[src/rtl/csel_pkg.sv]
// Shared constants and encodings for the packet key-selection unit.
// Assumes six table entries, 13-bit identifiers and 3-bit pair pointers.
package csel_pkg;
    localparam int NUM_PID = 6;
    localparam int PID_W   = 13;
    localparam int CWPI_W  = 3;
    localparam int SC_W    = 2;
    localparam int CFG_DW  = 16;

    // key_sel value that names the default key
    localparam logic [CWPI_W-1:0] KEY_DEFAULT = 3'd6;

    typedef enum logic [SC_W-1:0] {
        SC_CLEAR   = 2'b00,
        SC_DEFAULT = 2'b01,
        SC_EVEN    = 2'b10,
        SC_ODD     = 2'b11
    } sc_e;
endpackage

[src/rtl/csel_cfg_regs.sv]
// Holds the identifier table, the pair pointers, the mask of the last
// entry, the elementary-stream flags and the default-valid flag.
// Assumes one word write per strobe; a write is visible in the next cycle.
module csel_cfg_regs #(
    parameter int NUM    = 6,
    parameter int PID_W  = 13,
    parameter int CWPI_W = 3,
    parameter int DW     = 16,
    parameter int AW     = 3
) (
    input  logic                          clk,
    input  logic                          rst_n,
    input  logic                          cfg_wr,
    input  logic [AW-1:0]                 cfg_addr,
    input  logic [DW-1:0]                 cfg_wdata,
    output logic [NUM-1:0][PID_W-1:0]     pid_tab,
    output logic [NUM-1:0][CWPI_W-1:0]    cwpi_tab,
    output logic [PID_W-1:0]              pid_mask,
    output logic [NUM-1:0]                is_pes,
    output logic                          dcw_valid
);
    localparam int MASK_ADDR = NUM;
    localparam int GLOB_ADDR = NUM + 1;

    // Table storage with reset values and word writes
    always_ff @(posedge clk) begin
        if (!rst_n) begin
            pid_tab   <= '0;
            cwpi_tab  <= '1;
            pid_mask  <= '1;
            is_pes    <= '0;
            dcw_valid <= 1'b0;
        end else if (cfg_wr) begin
            for (int i = 0; i < NUM; i++) begin
                if (cfg_addr == AW'(i)) begin
                    pid_tab[i]  <= cfg_wdata[PID_W-1:0];
                    cwpi_tab[i] <= cfg_wdata[PID_W +: CWPI_W];
                end
            end
            if (cfg_addr == AW'(MASK_ADDR))
                pid_mask <= cfg_wdata[PID_W-1:0];
            if (cfg_addr == AW'(GLOB_ADDR)) begin
                is_pes    <= cfg_wdata[NUM-1:0];
                dcw_valid <= cfg_wdata[DW-1];
            end
        end
    end
endmodule

[src/rtl/csel_pid_match.sv]
// Compares one identifier against every table entry. The last entry
// compares only the bits whose mask bit is 1. Purely combinational.
module csel_pid_match #(
    parameter int NUM   = 6,
    parameter int PID_W = 13
) (
    input  logic [PID_W-1:0]            pid_in,
    input  logic [NUM-1:0][PID_W-1:0]   pid_tab,
    input  logic [PID_W-1:0]            pid_mask,
    output logic [NUM-1:0]              hit
);
    for (genvar g = 0; g < NUM; g++) begin : g_cmp
        if (g == NUM - 1) begin : g_masked
            // Masked compare for the last entry
            assign hit[g] = ((pid_in ^ pid_tab[g]) & pid_mask) == '0;
        end else begin : g_exact
            // Exact compare for the other entries
            assign hit[g] = (pid_in == pid_tab[g]);
        end
    end
endmodule

[src/rtl/csel_prio.sv]
// Fixed-priority pick: the lowest set request bit wins.
// Assumes IDX_W is wide enough to hold NUM-1.
module csel_prio #(
    parameter int NUM   = 6,
    parameter int IDX_W = 3
) (
    input  logic [NUM-1:0]   req,
    output logic             any,
    output logic [IDX_W-1:0] idx
);
    // Scan from the top so that the lowest index is assigned last
    always_comb begin
        any = 1'b0;
        idx = '0;
        for (int i = NUM - 1; i >= 0; i--) begin
            if (req[i]) begin
                any = 1'b1;
                idx = IDX_W'(i);
            end
        end
    end
endmodule

[src/rtl/pid_cw_selector.sv]
// Per-packet key selection. It matches the header identifier against
// the table, applies the default-key override and the precedence of the
// transport level over the elementary-stream level, and registers the
// decision. It also stores the scrambling bits per entry and rewrites
// the outgoing scrambling bits.
// Assumes: hdr_valid is a one-cycle pulse per packet. pes_valid arrives
// after hdr_valid inside the same packet. When both are high together,
// hdr_valid wins.
module pid_cw_selector
    import csel_pkg::*;
#(
    parameter int NUM_PID = csel_pkg::NUM_PID,
    parameter int PID_W   = csel_pkg::PID_W,
    parameter int CWPI_W  = csel_pkg::CWPI_W,
    parameter int SC_W    = csel_pkg::SC_W,
    parameter int CFG_DW  = csel_pkg::CFG_DW,
    parameter int CFG_AW  = $clog2(NUM_PID + 2)
) (
    input  logic                      clk,
    input  logic                      rst_n,
    input  logic                      cfg_wr,
    input  logic [CFG_AW-1:0]         cfg_addr,
    input  logic [CFG_DW-1:0]         cfg_wdata,
    input  logic                      hdr_valid,
    input  logic [PID_W-1:0]          hdr_pid,
    input  logic [SC_W-1:0]           hdr_tsc,
    input  logic                      hdr_pusi,
    input  logic                      pes_valid,
    input  logic [SC_W-1:0]           pes_sc,
    output logic                      dsc_en,
    output logic                      dsc_pes,
    output logic [CWPI_W-1:0]         key_sel,
    output logic                      key_odd,
    output logic [SC_W-1:0]           tsc_out,
    output logic [SC_W-1:0]           pes_sc_out,
    output logic [NUM_PID*SC_W-1:0]   ts_sc_capt,
    output logic [NUM_PID*SC_W-1:0]   pes_sc_capt
);
    localparam int IDX_W = $clog2(NUM_PID);

    logic [NUM_PID-1:0][PID_W-1:0]  pid_tab;
    logic [NUM_PID-1:0][CWPI_W-1:0] cwpi_tab;
    logic [PID_W-1:0]               pid_mask;
    logic [NUM_PID-1:0]             is_pes;
    logic                           dcw_valid;

    logic [NUM_PID-1:0]             hit;
    logic [NUM_PID-1:0]             cand;
    logic                           win_any;
    logic [IDX_W-1:0]               win_idx;
    logic [CWPI_W-1:0]              win_key;
    logic                           win_pes;
    logic [SC_W-1:0]                win_pes_sc;

    logic [NUM_PID-1:0][SC_W-1:0]   ts_cap;
    logic [NUM_PID-1:0][SC_W-1:0]   pes_cap;

    // Packet state held from the header pulse
    logic                           cur_pusi;
    logic [SC_W-1:0]                cur_tsc;
    logic [NUM_PID-1:0]             cur_hit;
    logic                           cur_win_any;
    logic [IDX_W-1:0]               cur_win_idx;
    logic [CWPI_W-1:0]              cur_key;

    logic                           h_en, h_pes, h_odd;
    logic [CWPI_W-1:0]              h_key;
    logic                           p_ok, p_en;

    csel_cfg_regs #(
        .NUM(NUM_PID), .PID_W(PID_W), .CWPI_W(CWPI_W), .DW(CFG_DW), .AW(CFG_AW)
    ) u_cfg (
        .clk(clk), .rst_n(rst_n), .cfg_wr(cfg_wr), .cfg_addr(cfg_addr),
        .cfg_wdata(cfg_wdata), .pid_tab(pid_tab), .cwpi_tab(cwpi_tab),
        .pid_mask(pid_mask), .is_pes(is_pes), .dcw_valid(dcw_valid)
    );

    csel_pid_match #(.NUM(NUM_PID), .PID_W(PID_W)) u_match (
        .pid_in(hdr_pid), .pid_tab(pid_tab), .pid_mask(pid_mask), .hit(hit)
    );

    // An entry competes only if its pointer names a real key pair
    always_comb begin
        for (int i = 0; i < NUM_PID; i++)
            cand[i] = hit[i] && (cwpi_tab[i] < CWPI_W'(NUM_PID));
    end

    csel_prio #(.NUM(NUM_PID), .IDX_W(IDX_W)) u_prio (
        .req(cand), .any(win_any), .idx(win_idx)
    );

    // Attributes of the winning entry
    always_comb begin
        win_key    = '0;
        win_pes    = 1'b0;
        win_pes_sc = '0;
        for (int i = 0; i < NUM_PID; i++) begin
            if (win_any && win_idx == IDX_W'(i)) begin
                win_key    = cwpi_tab[i];
                win_pes    = is_pes[i];
                win_pes_sc = pes_cap[i];
            end
        end
    end

    // Decision from the header fields: default key, transport level, then stored stream bits
    always_comb begin
        h_en  = 1'b0;
        h_pes = 1'b0;
        h_key = '0;
        h_odd = 1'b0;
        case (sc_e'(hdr_tsc))
            SC_DEFAULT: begin
                if (dcw_valid) begin
                    h_en  = 1'b1;
                    h_key = KEY_DEFAULT;
                end
            end
            SC_EVEN, SC_ODD: begin
                if (win_any) begin
                    h_en  = 1'b1;
                    h_key = win_key;
                    h_odd = hdr_tsc[0];
                end
            end
            default: begin
                if (win_any && win_pes && !hdr_pusi && win_pes_sc[1]) begin
                    h_en  = 1'b1;
                    h_pes = 1'b1;
                    h_key = win_key;
                    h_odd = win_pes_sc[0];
                end
            end
        endcase
    end

    // Decision from elementary-stream bits arriving inside a payload-start packet
    always_comb begin
        p_ok = 1'b0;
        for (int i = 0; i < NUM_PID; i++)
            if (cur_win_any && cur_win_idx == IDX_W'(i) && is_pes[i])
                p_ok = pes_valid && cur_pusi && (cur_tsc == SC_CLEAR);
        p_en = p_ok && pes_sc[1];
    end

    // Registered decision and rewritten scrambling bits
    always_ff @(posedge clk) begin
        if (!rst_n) begin
            dsc_en     <= 1'b0;
            dsc_pes    <= 1'b0;
            key_sel    <= '0;
            key_odd    <= 1'b0;
            tsc_out    <= '0;
            pes_sc_out <= '0;
        end else if (hdr_valid) begin
            dsc_en     <= h_en;
            dsc_pes    <= h_pes;
            key_sel    <= h_key;
            key_odd    <= h_odd;
            tsc_out    <= (h_en && !h_pes) ? SC_CLEAR : hdr_tsc;
            pes_sc_out <= '0;
        end else if (pes_valid && cur_pusi) begin
            if (p_ok) begin
                dsc_en  <= p_en;
                dsc_pes <= p_en;
                key_sel <= p_en ? cur_key : '0;
                key_odd <= p_en && pes_sc[0];
            end
            pes_sc_out <= p_en ? SC_CLEAR : pes_sc;
        end
    end

    // Packet context held for the stream-level update
    always_ff @(posedge clk) begin
        if (!rst_n) begin
            cur_pusi    <= 1'b0;
            cur_tsc     <= '0;
            cur_hit     <= '0;
            cur_win_any <= 1'b0;
            cur_win_idx <= '0;
            cur_key     <= '0;
        end else if (hdr_valid) begin
            cur_pusi    <= hdr_pusi;
            cur_tsc     <= hdr_tsc;
            cur_hit     <= hit;
            cur_win_any <= win_any;
            cur_win_idx <= win_idx;
            cur_key     <= win_key;
        end
    end

    // Per-entry store of the scrambling bits
    always_ff @(posedge clk) begin
        if (!rst_n) begin
            ts_cap  <= '0;
            pes_cap <= '0;
        end else if (hdr_valid) begin
            for (int i = 0; i < NUM_PID; i++)
                if (hit[i]) ts_cap[i] <= hdr_tsc;
        end else if (pes_valid && cur_pusi) begin
            for (int i = 0; i < NUM_PID; i++)
                if (cur_hit[i] && is_pes[i]) pes_cap[i] <= pes_sc;
        end
    end

    assign ts_sc_capt  = ts_cap;
    assign pes_sc_capt = pes_cap;
endmodule

[config.mk]
export PLATFORM = sky130hd
export DESIGN_NAME = pid_cw_selector
export DESIGN_NICKNAME = d
export VERILOG_FILES = /design/src/rtl/csel_pkg.sv /design/src/rtl/csel_cfg_regs.sv /design/src/rtl/csel_pid_match.sv /design/src/rtl/csel_prio.sv /design/src/rtl/pid_cw_selector.sv
export SDC_FILE = /design/constraint.sdc
export NUM_CORES = 1
export LEC_CHECK = 0
export BUFFER_PORTS_ARGS = -buffer_cell sky130_fd_sc_hd__buf_2
export CORE_UTILIZATION = 55
export DETAILED_ROUTE_END_ITERATION = 6
export PLACE_DENSITY = 0.82
export SLEW_MARGIN = 20
export SYNTH_ARGS = -nofsm -noshare
export SYNTH_HDL_FRONTEND = slang
export SYNTH_HIERARCHICAL = 1
export SYNTH_SLANG_ARGS = --single-unit
[constraint.sdc]
create_clock -name clk -period 4.1 [get_ports clk]
set_input_delay 0.615 -clock clk [delete_from_list [all_inputs] [get_ports clk]]
set_output_delay 0.615 -clock clk [all_outputs]
set_load 0.005 [all_outputs]
==> metrics.csv <==
metric,value,unit
clk_path_buf_depth,2,
final_hold_viol_count,0,
ant_nets,0,
antenna_found_initial,0,
final_common_cell,dfxtp_1,
grt_pass1_wl,31400,um
max_freq,270,MHz
rsz0062_at_grt,false,
cts.clk_slew.worst_paths,0.06,ns
cts-buffers-inserted,17,
grtUsageMet1,0.328,
grt_usage,0.281,
yosysTopAreaCellShare,0.420,
maxSlewHeadroom,0.462,
switching_share,0.232,
first_global_vias,5993,
synthArstFlopShare,0,
io_pins,76,
pwr-share-seq,0.451,
netlist_area,0.00791,sq mm
tightest_slew,0.803,ns
drive_gt1_frac,0.180,
multi_input_area,0.00422,sq mm
wirelength,20000,um
cp_top_family,simple AND/OR/NAND/NOR gates,
synth_flop_cell,dfxtp_1,
p_per_area,407,mW/mm^2
syn_to_final_growth,14.8,%
die_x,122,um
worstHoldPathType,in2reg,
gp_congestion,0.904,
netlist_instances,835,
overflow,0,
die_area,0.0149,sq mm
avgSynthCellArea,9.48,sq um
cts.sinks,166,
synth_area_leaders,"dfxtp_1 (42%), mux2i_1 (17%), nand2_1 (6.6%), xor2_1 (4.6%), nor2b_1 (4.1%)",
diodes,0,
placed_cell_area,0.00842,sq mm
pre_cts_ws,0.00419,ns
leakagePower,4.03,nW
status,"complete, no violations",
worst-path-buf-inv,4,
ys.warnings.count,6,
synth_edf_count,0,
met3_usage,0.0492,
startpoint,hdr_pid[9],
fin_crit,3.70,ns
final_cell_count_no_fill,1089,
min_from,cfg_wdata[15],
layout_common_cells,"dfxtp_1 (166), nand2_1 (139), mux2i_1 (138), buf_2 (74), nor2b_1 (52)",
design_area,0.00909,sq mm
start_util,0.568,
regArea,0.00332,sq mm
fillers,1105,
crit_chain,buf_2 > buf_4 > xnor2_1 > nand4_1 > nor4_2 > a21boi_0 > nor2_1 > nor2b_1 > buf_4 > buf_4 > nand3_1 > a311oi_1 > o211ai_1 > nor2b_1 > nor4_2,
slowest_delay,0.48,ns
p_sw,0.000858,W
core_area,0.0139,sq mm
ys_seq_area_frac,0.420,
worstSkewPairLatency,0.43,ns
port_buffers,75,
first_pass_iters,5,
dr_total_vias,6215,
grt_busiest_layer,met2,
crit_fanout,7,
timing.clock.skew,0.00894,ns
intPower,0.00284,W
avgViaCountPerCell,5.71,
drt_first_iter_violations,455,
std_cell_rows,43,
r2r-start,u_cfg/pid_tab[36]$_SDFFE_PN0P_,
cp_common_cell,buf_4,
cts_setup_buffers,0,
wl_per_cell,18.4,um
crit_slowest_cell,nor4_2,
synth_top_cell_by_area,dfxtp_1,
drc,0,
critPathRequiredTime,4.44,ns
grt_use_met2,0.499,
htree_num_levels,4,
ys_seq_elements,166,
grt_max_degree,120,
synth_nets,877,
setup_viol,0,
dp.cells,1057,
setup.worst_path.class,in2reg,
hpwl,14000,um
clock-root-buffer,clkbuf_16,
p_comb_frac,0.074,
drv_cap,0,
endpoint_kind,flip-flop,
synth_cell_types,60,
post-route-period-util,0.902,
clkPwrFrac,0.475,
setup_ws,0.400,ns
crit_arrival,4.04,ns
cp-start-kind,input pin,
slew_violations,0,
irDropWorstVdd,0.318,mV
finalSetupTns,0,ns
final_nets,938,
fp.dieH,122,um
cts_tree,done,
-- worst min-delay path: cells and delay by family --
kind / cells / cell delay (ns)
AND/OR/NAND/NOR: 1 / 0.05
multiplexers: 1 / 0.05
buffers and inverters: 1 / 0.11
-- kinds of logic after synthesis --
group | Yosys count | synth area share
flops | 166 | 0.420
mux | 145 | 0.190
compound gates | 74 | 0.0598
simple gates | 299 | 0.194
buf+inv | 73 | 0.0496
xor+xnor | 78 | 0.0873
-- flip-flops by register name, summed over array words and instances (netlist names) --
name             cells
dsc_en               1
key_sel              3
cur_win_idx          3
tsc_out              2
u_cfg/pid_tab       78
cur_pusi             1
ts_sc_capt          12
cur_hit              6
u_cfg/dcw_valid      1
dsc_pes              1
cur_win_any          1
u_cfg/is_pes         6
pes_sc_out           2
cur_key              3
u_cfg/cwpi_tab      18
u_cfg/pid_mask      13
key_odd              1
cur_tsc              2
pes_sc_capt         12
-- repair_timing --
item,CTS,global route
endpoints found under the setup margin,0,1
gates resized for setup,0,1
hold buffers,0,0
endpoints found under the hold margin,0,0
-- layer usage --
layer	vias to the layer above	share of wire
met3	42	0.051
li1	2964	-
met4	0	0.035
met1	2976	0.40
met5	-	0
met2	233	0.51
-- power groups by stage --
| stage | logic (W) | clock network [W] | registers, W |
|---|---|---|---|
| final | 0.000274 | 0.00175 | 0.00167 |
| after global routing | 0.000292 | 0.00184 | 0.00167 |
| after CTS | 0.000270 | 0.00177 | 0.00167 |
| after detailed placement | 0.000266 | 0 | 0.00170 |
| after global placement | 0.000264 | 0 | 0.00170 |
| after floorplan | 0.000194 | 0 | 0.00170 |
-- stage by stage --
stage / power (W) / util / hold WS, ns
after floorplan: 0.00189 / - / 0.441
after global placement: 0.00196 / 0.604 / 0.441
after detailed placement: 0.00197 / 0.604 / 0.446
after CTS: 0.00371 / 0.651 / 0.438
after global routing: 0.00380 / 0.652 / 0.471
final: 0.00369 / 0.652 / 0.446
-- cells in the mapped netlist, types with 2 or more instances --
cell type / number
mux2_4: 2
nand2_1: 139
nor2_1: 32
buf_2: 20
nand3_1: 18
nor2b_1: 52
nand2b_1: 3
nor3b_1: 2
inv_1: 6
dfxtp_1: 166
nor4_1: 5
nand4_1: 13
a31oi_1: 2
o21ai_0: 6
nand4bb_1: 3
mux2_2: 2
clkbuf_1: 30
xnor2_1: 35
a211oi_1: 3
nand4b_1: 2
a22oi_1: 7
a21boi_0: 7
buf_1: 3
a21oi_1: 34
or4b_4: 2
buf_6: 12
o211ai_1: 2
mux2i_1: 138
mux4_2: 3
xor2_1: 42
nor4_2: 8
and3_1: 8
-- cell type report --
type                    instances  area share
clock buffers                  18      0.0472
inverters                       7     0.00289
well taps                     180      0.0248
repair buffers                108      0.0702
flip-flops and latches        166       0.366
clock inverters                14      0.0246
multi-input cells             596       0.465
-- final timing paths --
kind | slack [ns] | endpoint | cells after the start
worst min-delay path | 0.45 | u_cfg/dcw_valid$_SDFFE_PN0P_ | 3
worst max register to register | 0.48 | key_sel[2]$_SDFFE_PN0P_ | 13
worst max-delay path | 0.40 | key_sel[2]$_SDFFE_PN0P_ | 15
worst min register to register | 0.45 | ts_sc_capt[5]$_SDFFE_PN0P_ | 2
(Power assumes the default switching activity.)
